### src/rtl/clkdiv_pkg.sv
package clkdiv_pkg;
  localparam int CNT_W = 8;   // wide enough for the largest ratio (256)
  localparam int EXP_W = 4;   // log2 ratio exponent width
  localparam int SEL_W = 2;

  typedef logic [EXP_W-1:0] exp_t;

  // pin / input divider codes
  localparam logic [SEL_W-1:0] SEL_OFF  = 2'd0;
  localparam int               CP_BASE  = 5;  // 2**5 = 32
endpackage

### src/rtl/clkdiv_edge_sync.sv
module clkdiv_edge_sync #(
  parameter int STAGES = 2
) (
  input  logic clk,
  input  logic rst_n,
  input  logic async_in,
  output logic rise
);
  logic [STAGES-1:0] sync_q;
  logic              prev_q;

  always_ff @(posedge clk or negedge rst_n) begin
    if (!rst_n) begin
      sync_q <= '0;
      prev_q <= 1'b0;
    end else begin
      sync_q <= {sync_q[STAGES-2:0], async_in};
      prev_q <= sync_q[STAGES-1];
    end
  end

  assign rise = sync_q[STAGES-1] & ~prev_q;

  // a synchronised edge produces a single tick
  a_r3_single_tick: assert property (@(posedge clk) disable iff (!rst_n)
    rise |=> !rise);
endmodule

### src/rtl/clkdiv_pow2.sv
module clkdiv_pow2
  import clkdiv_pkg::*;
#(
  parameter int          CW      = CNT_W,
  parameter int          EW      = EXP_W,
  parameter logic        RST_OFF = 1'b0,
  parameter logic [EW-1:0] RST_EXP = '0
) (
  input  logic          clk,
  input  logic          rst_n,
  input  logic          tick,
  input  logic          off_req,
  input  logic [EW-1:0] exp_req,
  output logic          pulse,
  output logic          level,
  output logic          unity
);
  logic [CW-1:0] cnt_q;
  logic          off_q;
  logic [EW-1:0] exp_q;
  logic [CW-1:0] mask;
  logic [CW-1:0] half;
  logic          term;

  assign mask  = ~({CW{1'b1}} << exp_q);
  assign half  = mask ^ (mask >> 1);
  assign term  = tick && !off_q && (cnt_q == mask);
  assign pulse = term;
  assign level = !off_q && ((cnt_q & half) != '0);
  assign unity = !off_q && (exp_q == '0);

  always_ff @(posedge clk or negedge rst_n) begin
    if (!rst_n) begin
      cnt_q <= '0;
      off_q <= RST_OFF;
      exp_q <= RST_EXP;
    end else if (off_q) begin
      cnt_q <= '0;
      off_q <= off_req;
      exp_q <= exp_req;
    end else if (tick) begin
      if (cnt_q == mask) begin
        cnt_q <= '0;
        off_q <= off_req;
        exp_q <= exp_req;
      end else begin
        cnt_q <= cnt_q + 1'b1;
      end
    end
  end

  // a divided pulse only falls on an input tick
  a_r8_pulse_on_tick: assert property (@(posedge clk) disable iff (!rst_n)
    pulse |-> tick);
  // ratio changes only after a finished period or while off
  a_r11_change_at_terminal: assert property (@(posedge clk) disable iff (!rst_n)
    !$stable(exp_q) |-> ($past(term) || $past(off_q)));
  // an off divider is silent and its count sits at zero
  a_r10_off_silent: assert property (@(posedge clk) disable iff (!rst_n)
    (off_q && $past(off_q)) |-> (!pulse && !level && cnt_q == '0));
endmodule

### src/rtl/clkdiv_net.sv
module clkdiv_net
  import clkdiv_pkg::*;
#(
  parameter int SYNC_STAGES = 2
) (
  input  logic       clk,
  input  logic       rst_n,
  input  logic       src_int,
  input  logic [1:0] pin_sel,
  input  logic [1:0] in_sel,
  input  logic [1:0] adc_sel,
  input  logic [1:0] cp_sel,
  input  logic       pin_in,
  output logic       pin_out,
  output logic       pin_oe,
  output logic       master_en,
  output logic       adc_en,
  output logic       cp_en
);
  localparam exp_t PIN_RST_EXP = exp_t'(1);
  localparam exp_t CP_RST_EXP  = exp_t'(CP_BASE);

  logic src_q;
  logic ext_tick;
  logic in_pulse, in_level, in_unity;
  logic pin_level, pin_unity, pin_pulse;
  logic adc_level, adc_unity;
  logic cp_level, cp_unity;
  exp_t pin_exp, in_exp, adc_exp, cp_exp;

  always_ff @(posedge clk or negedge rst_n) begin
    if (!rst_n) src_q <= 1'b1;
    else        src_q <= src_int;
  end

  // off/÷1/÷2/÷4 codes map to exponent code-1
  assign pin_exp = exp_t'(pin_sel - 2'd1);
  assign in_exp  = exp_t'(in_sel - 2'd1);
  assign adc_exp = exp_t'(adc_sel);
  assign cp_exp  = exp_t'(cp_sel) + exp_t'(CP_BASE);

  clkdiv_edge_sync #(.STAGES(SYNC_STAGES)) u_sync (
    .clk(clk), .rst_n(rst_n), .async_in(pin_in), .rise(ext_tick));

  clkdiv_pow2 #(.RST_OFF(1'b1), .RST_EXP('0)) u_in_div (
    .clk(clk), .rst_n(rst_n), .tick(ext_tick),
    .off_req(src_q || in_sel == SEL_OFF), .exp_req(in_exp),
    .pulse(in_pulse), .level(in_level), .unity(in_unity));

  clkdiv_pow2 #(.RST_OFF(1'b0), .RST_EXP(PIN_RST_EXP)) u_pin_div (
    .clk(clk), .rst_n(rst_n), .tick(1'b1),
    .off_req(!src_q || pin_sel == SEL_OFF), .exp_req(pin_exp),
    .pulse(pin_pulse), .level(pin_level), .unity(pin_unity));

  assign master_en = src_q | in_pulse;

  clkdiv_pow2 #(.RST_OFF(1'b0), .RST_EXP('0)) u_adc_div (
    .clk(clk), .rst_n(rst_n), .tick(master_en),
    .off_req(1'b0), .exp_req(adc_exp),
    .pulse(adc_en), .level(adc_level), .unity(adc_unity));

  clkdiv_pow2 #(.RST_OFF(1'b0), .RST_EXP(CP_RST_EXP)) u_cp_div (
    .clk(clk), .rst_n(rst_n), .tick(master_en),
    .off_req(1'b0), .exp_req(cp_exp),
    .pulse(cp_en), .level(cp_level), .unity(cp_unity));

  assign pin_oe  = src_q;
  assign pin_out = (pin_unity && rst_n) ? clk : pin_level;

  // pin direction follows the select bit one cycle later
  a_r1_oe_tracks_select: assert property (@(posedge clk) disable iff (!rst_n)
    1'b1 |=> (pin_oe == $past(src_int)));
  // converter and supply enables only on master ticks
  a_r8_adc_on_master: assert property (@(posedge clk) disable iff (!rst_n)
    adc_en |-> master_en);
  a_r8_cp_on_master: assert property (@(posedge clk) disable iff (!rst_n)
    cp_en |-> master_en);
  // the pin is never driven while it is an input and the divider settled off
  a_r2_pin_quiet_as_input: assert property (@(posedge clk) disable iff (!rst_n)
    (!pin_oe && $past(!pin_oe) && !pin_unity && !$past(pin_unity) && !pin_level) |-> !pin_out);
endmodule

### config.mk
export PLATFORM = sky130hd
export DESIGN_NAME = clkdiv_net
export DESIGN_NICKNAME = d
export VERILOG_FILES = /design/src/rtl/clkdiv_pkg.sv /design/src/rtl/clkdiv_edge_sync.sv /design/src/rtl/clkdiv_pow2.sv /design/src/rtl/clkdiv_net.sv
export SDC_FILE = /design/constraint.sdc
export NUM_CORES = 1
export LEC_CHECK = 0
export BUFFER_PORTS_ARGS = -buffer_cell sky130_fd_sc_hd__buf_2
export CAP_MARGIN = 40
export CORE_ASPECT_RATIO = 0.5
export CORE_MARGIN = 3
export CORE_UTILIZATION = 57
export CTS_BUF_LIST = sky130_fd_sc_hd__clkbuf_16
export DETAILED_ROUTE_END_ITERATION = 8
export GPL_TIMING_DRIVEN = 0
export PLACE_DENSITY = 0.88
export SLEW_MARGIN = 20
export SYNTH_ARGS = -nofsm -noshare
export SYNTH_HDL_FRONTEND = slang
export SYNTH_HIERARCHICAL = 1
export SYNTH_SLANG_ARGS = --single-unit
### constraint.sdc
create_clock -name clk -period 3 [get_ports clk]
set_clock_uncertainty 0.15 [all_clocks]
set_input_delay 0.3 -clock clk [delete_from_list [all_inputs] [get_ports clk]]
set_output_delay 0.3 -clock clk [all_outputs]
set_load 0.02 [all_outputs]
==> results.sh <==
export IMPL_syn_area_um2=3740
export IMPL_violations="setup timing"
export IMPL_relSlewSlack_pct=52.4
export IMPL_powerDensity_nw_per_um2=879
export IMPL_critPathRequiredTime_ps=2550
export IMPL_gp_congestion=0.889
export IMPL_fin_nets=464
export IMPL_slew_violations=0
export IMPL_fin_crit_ps=3260
export IMPL_grt_use_total_pct=23.1
export IMPL_hpwl_mm=5.15
export IMPL_min_path_cells=3
export IMPL_fmax_mhz=307
export IMPL_cts_tree="yes"
export IMPL_startpoint="u_in_div/exp_q[2]$_DFFE_PN0P_"
export IMPL_postSynthCellCount=386
export IMPL_first_global_vias=2977
export IMPL_setup_viol=19
export IMPL_crit_arrival_ps=2810
export IMPL_hold_viol=0
export IMPL_drc=0
export IMPL_post_drt_wl_per_cell_um=15.5
export IMPL_min_path_type="in2reg"
export IMPL_vias=3134
export IMPL_drt_iter0_drc=222
export IMPL_rrSetupSlack_ps=-220
export IMPL_p_comb_share_pct=45.6
export IMPL_p_sw_mw=1.54
export IMPL_grt_ovfl_total=0
export IMPL_layout_commonest_cell="dfrtp_1"
export IMPL_ff2ff_path_depth=13
export IMPL_die_h_um=63.3
export IMPL_grt_antenna_before_repair=0
export IMPL_avgViaCountPerCell=5.94
export IMPL_swShare_pct=39.1
export IMPL_die_area_um2=7630
export IMPL_ant_nets=0
export IMPL_placementRows=20
export IMPL_r2r_start="u_in_div/exp_q[2]$_DFFE_PN0P_"
export IMPL_port_buffers=16
export IMPL_clk_latency_ps=410
export IMPL_finalCritPeriodShare_pct=109
export IMPL_postLayoutSetupSlackWorst_ps=-257
export IMPL_place_ws_ps=-238
export IMPL_layout_common_cells="dfrtp_1 (51), clkbuf_1 (28), nand2_1 (22)"
export IMPL_start_kind="flip-flop"
export IMPL_yosysWarnings=6
export IMPL_antenna_cells=0
export IMPL_p_int_mw=2.41
export IMPL_crit_type="reg2out"
export IMPL_pwr_share_seq_pct=33.5
export IMPL_drtPass1Iterations=4
export IMPL_avgSynthCellArea_um2=9.69
export IMPL_start_util_pct=60.3
export IMPL_layout_drive_gt1_share_pct=21.6
export IMPL_crit_path_end="adc_en"
export IMPL_grt_max_degree=58
export IMPL_syn_to_final_growth_pct=20.1
export IMPL_core_um2=6210
export IMPL_drv_cap=0
export IMPL_vdd_drop_max_uv=481
export IMPL_pwr_share_clk_pct=20.8
export IMPL_dieWidth_um=121
export IMPL_wl_mm=8.20
export IMPL_postLayoutCoreUtil_pct=72.4
export IMPL_timing_hold_ws_ps=53.2
export IMPL_worstSetupEndpointType="output pin"
export IMPL_rsz0062_at_grt="true"
export IMPL_dpl_cell_area_um2=3960
export IMPL_clkTransAtPathRegs_ps=70
export IMPL_status="finished, violations left"
export IMPL_grt_first_pass_wirelength_mm=13.9
export IMPL_fin_tns_setup_ps=-1860
export IMPL_crit_fanout=3
export IMPL_tightestPinTransition_ps=714
export IMPL_r2r_end="u_adc_div/cnt_q[7]$_DFFE_PN0P_"
export IMPL_p_leak_nw=2.05
export IMPL_num_io_pins=17
export IMPL_design_area_um2=4490
layer usage:
layer  global-route usage, %  routed length, um
met5                       0                  0
met4                    8.47                 95
met3                    7.17                451
met2                    34.8               3920
met1                    31.4               3720
registers in the layout (all words and copies together), names as in the netlist:
register	flops
pin_oe	1
u_adc_div/cnt_q	8
u_adc_div/exp_q	4
u_adc_div/off_q	1
u_cp_div/cnt_q	8
u_cp_div/exp_q	4
u_cp_div/off_q	1
u_in_div/cnt_q	8
u_in_div/exp_q	4
u_in_div/off_q	1
u_pin_div/cnt_q	8
u_pin_div/exp_q	4
u_pin_div/off_q	1
u_sync/prev_q	1
u_sync/sync_q	2
power by group through the flow:
stage	Sequential [mW]	Clock [mW]	Combinational, mW
6_report	1.32	0.823	1.80
5_1_grt	1.37	0.881	2.00
4_1_cts	1.31	0.834	1.72
3_5_place_dp	1.32	0.0596	1.58
3_3_place_gp	1.31	0.0596	1.52
2_1_floorplan	1.23	0.0482	1.32
worst max-delay path: stages (launching register included):
cell	delay, ps
dfrtp_1	390
or3_4	390
or4_4	490
a32oi_2	200
and3_4	220
and3b_1	160
or2_4	140
buf_6	100
nor3b_2	150
buf_4	160
area by class of cell:
cell class,instances,area (um^2)
inverters,18,67.6
clock buffers,9,205
flip-flops and latches,56,1410
fillers,459,1710
well taps,88,110
repair buffers,39,308
multi-input cells,280,2200
clock inverters,3,11.3
plain buffers,35,189
metrics by stage:
step / instances / total power [mW]
after floorplan: 389 / 2.60
after detailed placement: 493 / 2.96
after global placement: 493 / 2.89
after global routing: 528 / 4.26
after CTS: 523 / 3.86
final: 528 / 3.95
worst min-delay path by stage:
stage,end,from
2_1_floorplan,u_adc_div/cnt_q[0]$_DFFE_PN0P_,rst_n
3_3_place_gp,u_sync/sync_q[1]$_DFF_PN0_,u_sync/sync_q[0]$_DFF_PN0_
3_5_place_dp,u_sync/sync_q[1]$_DFF_PN0_,u_sync/sync_q[0]$_DFF_PN0_
4_1_cts,u_cp_div/exp_q[0]$_DFFE_PN1P_,cp_sel[0]
5_1_grt,u_cp_div/exp_q[0]$_DFFE_PN1P_,cp_sel[0]
6_report,u_cp_div/exp_q[0]$_DFFE_PN1P_,cp_sel[0]
what timing repair did:
item	in CTS	in global routing
pin swaps	6	8
hold endpoints to repair	55	0
setup buffers	14	5
gates resized for setup	21	10
hold buffers	5	0
setup endpoints to repair	20	24
Note: power is estimated with default switching activity, not from simulation.
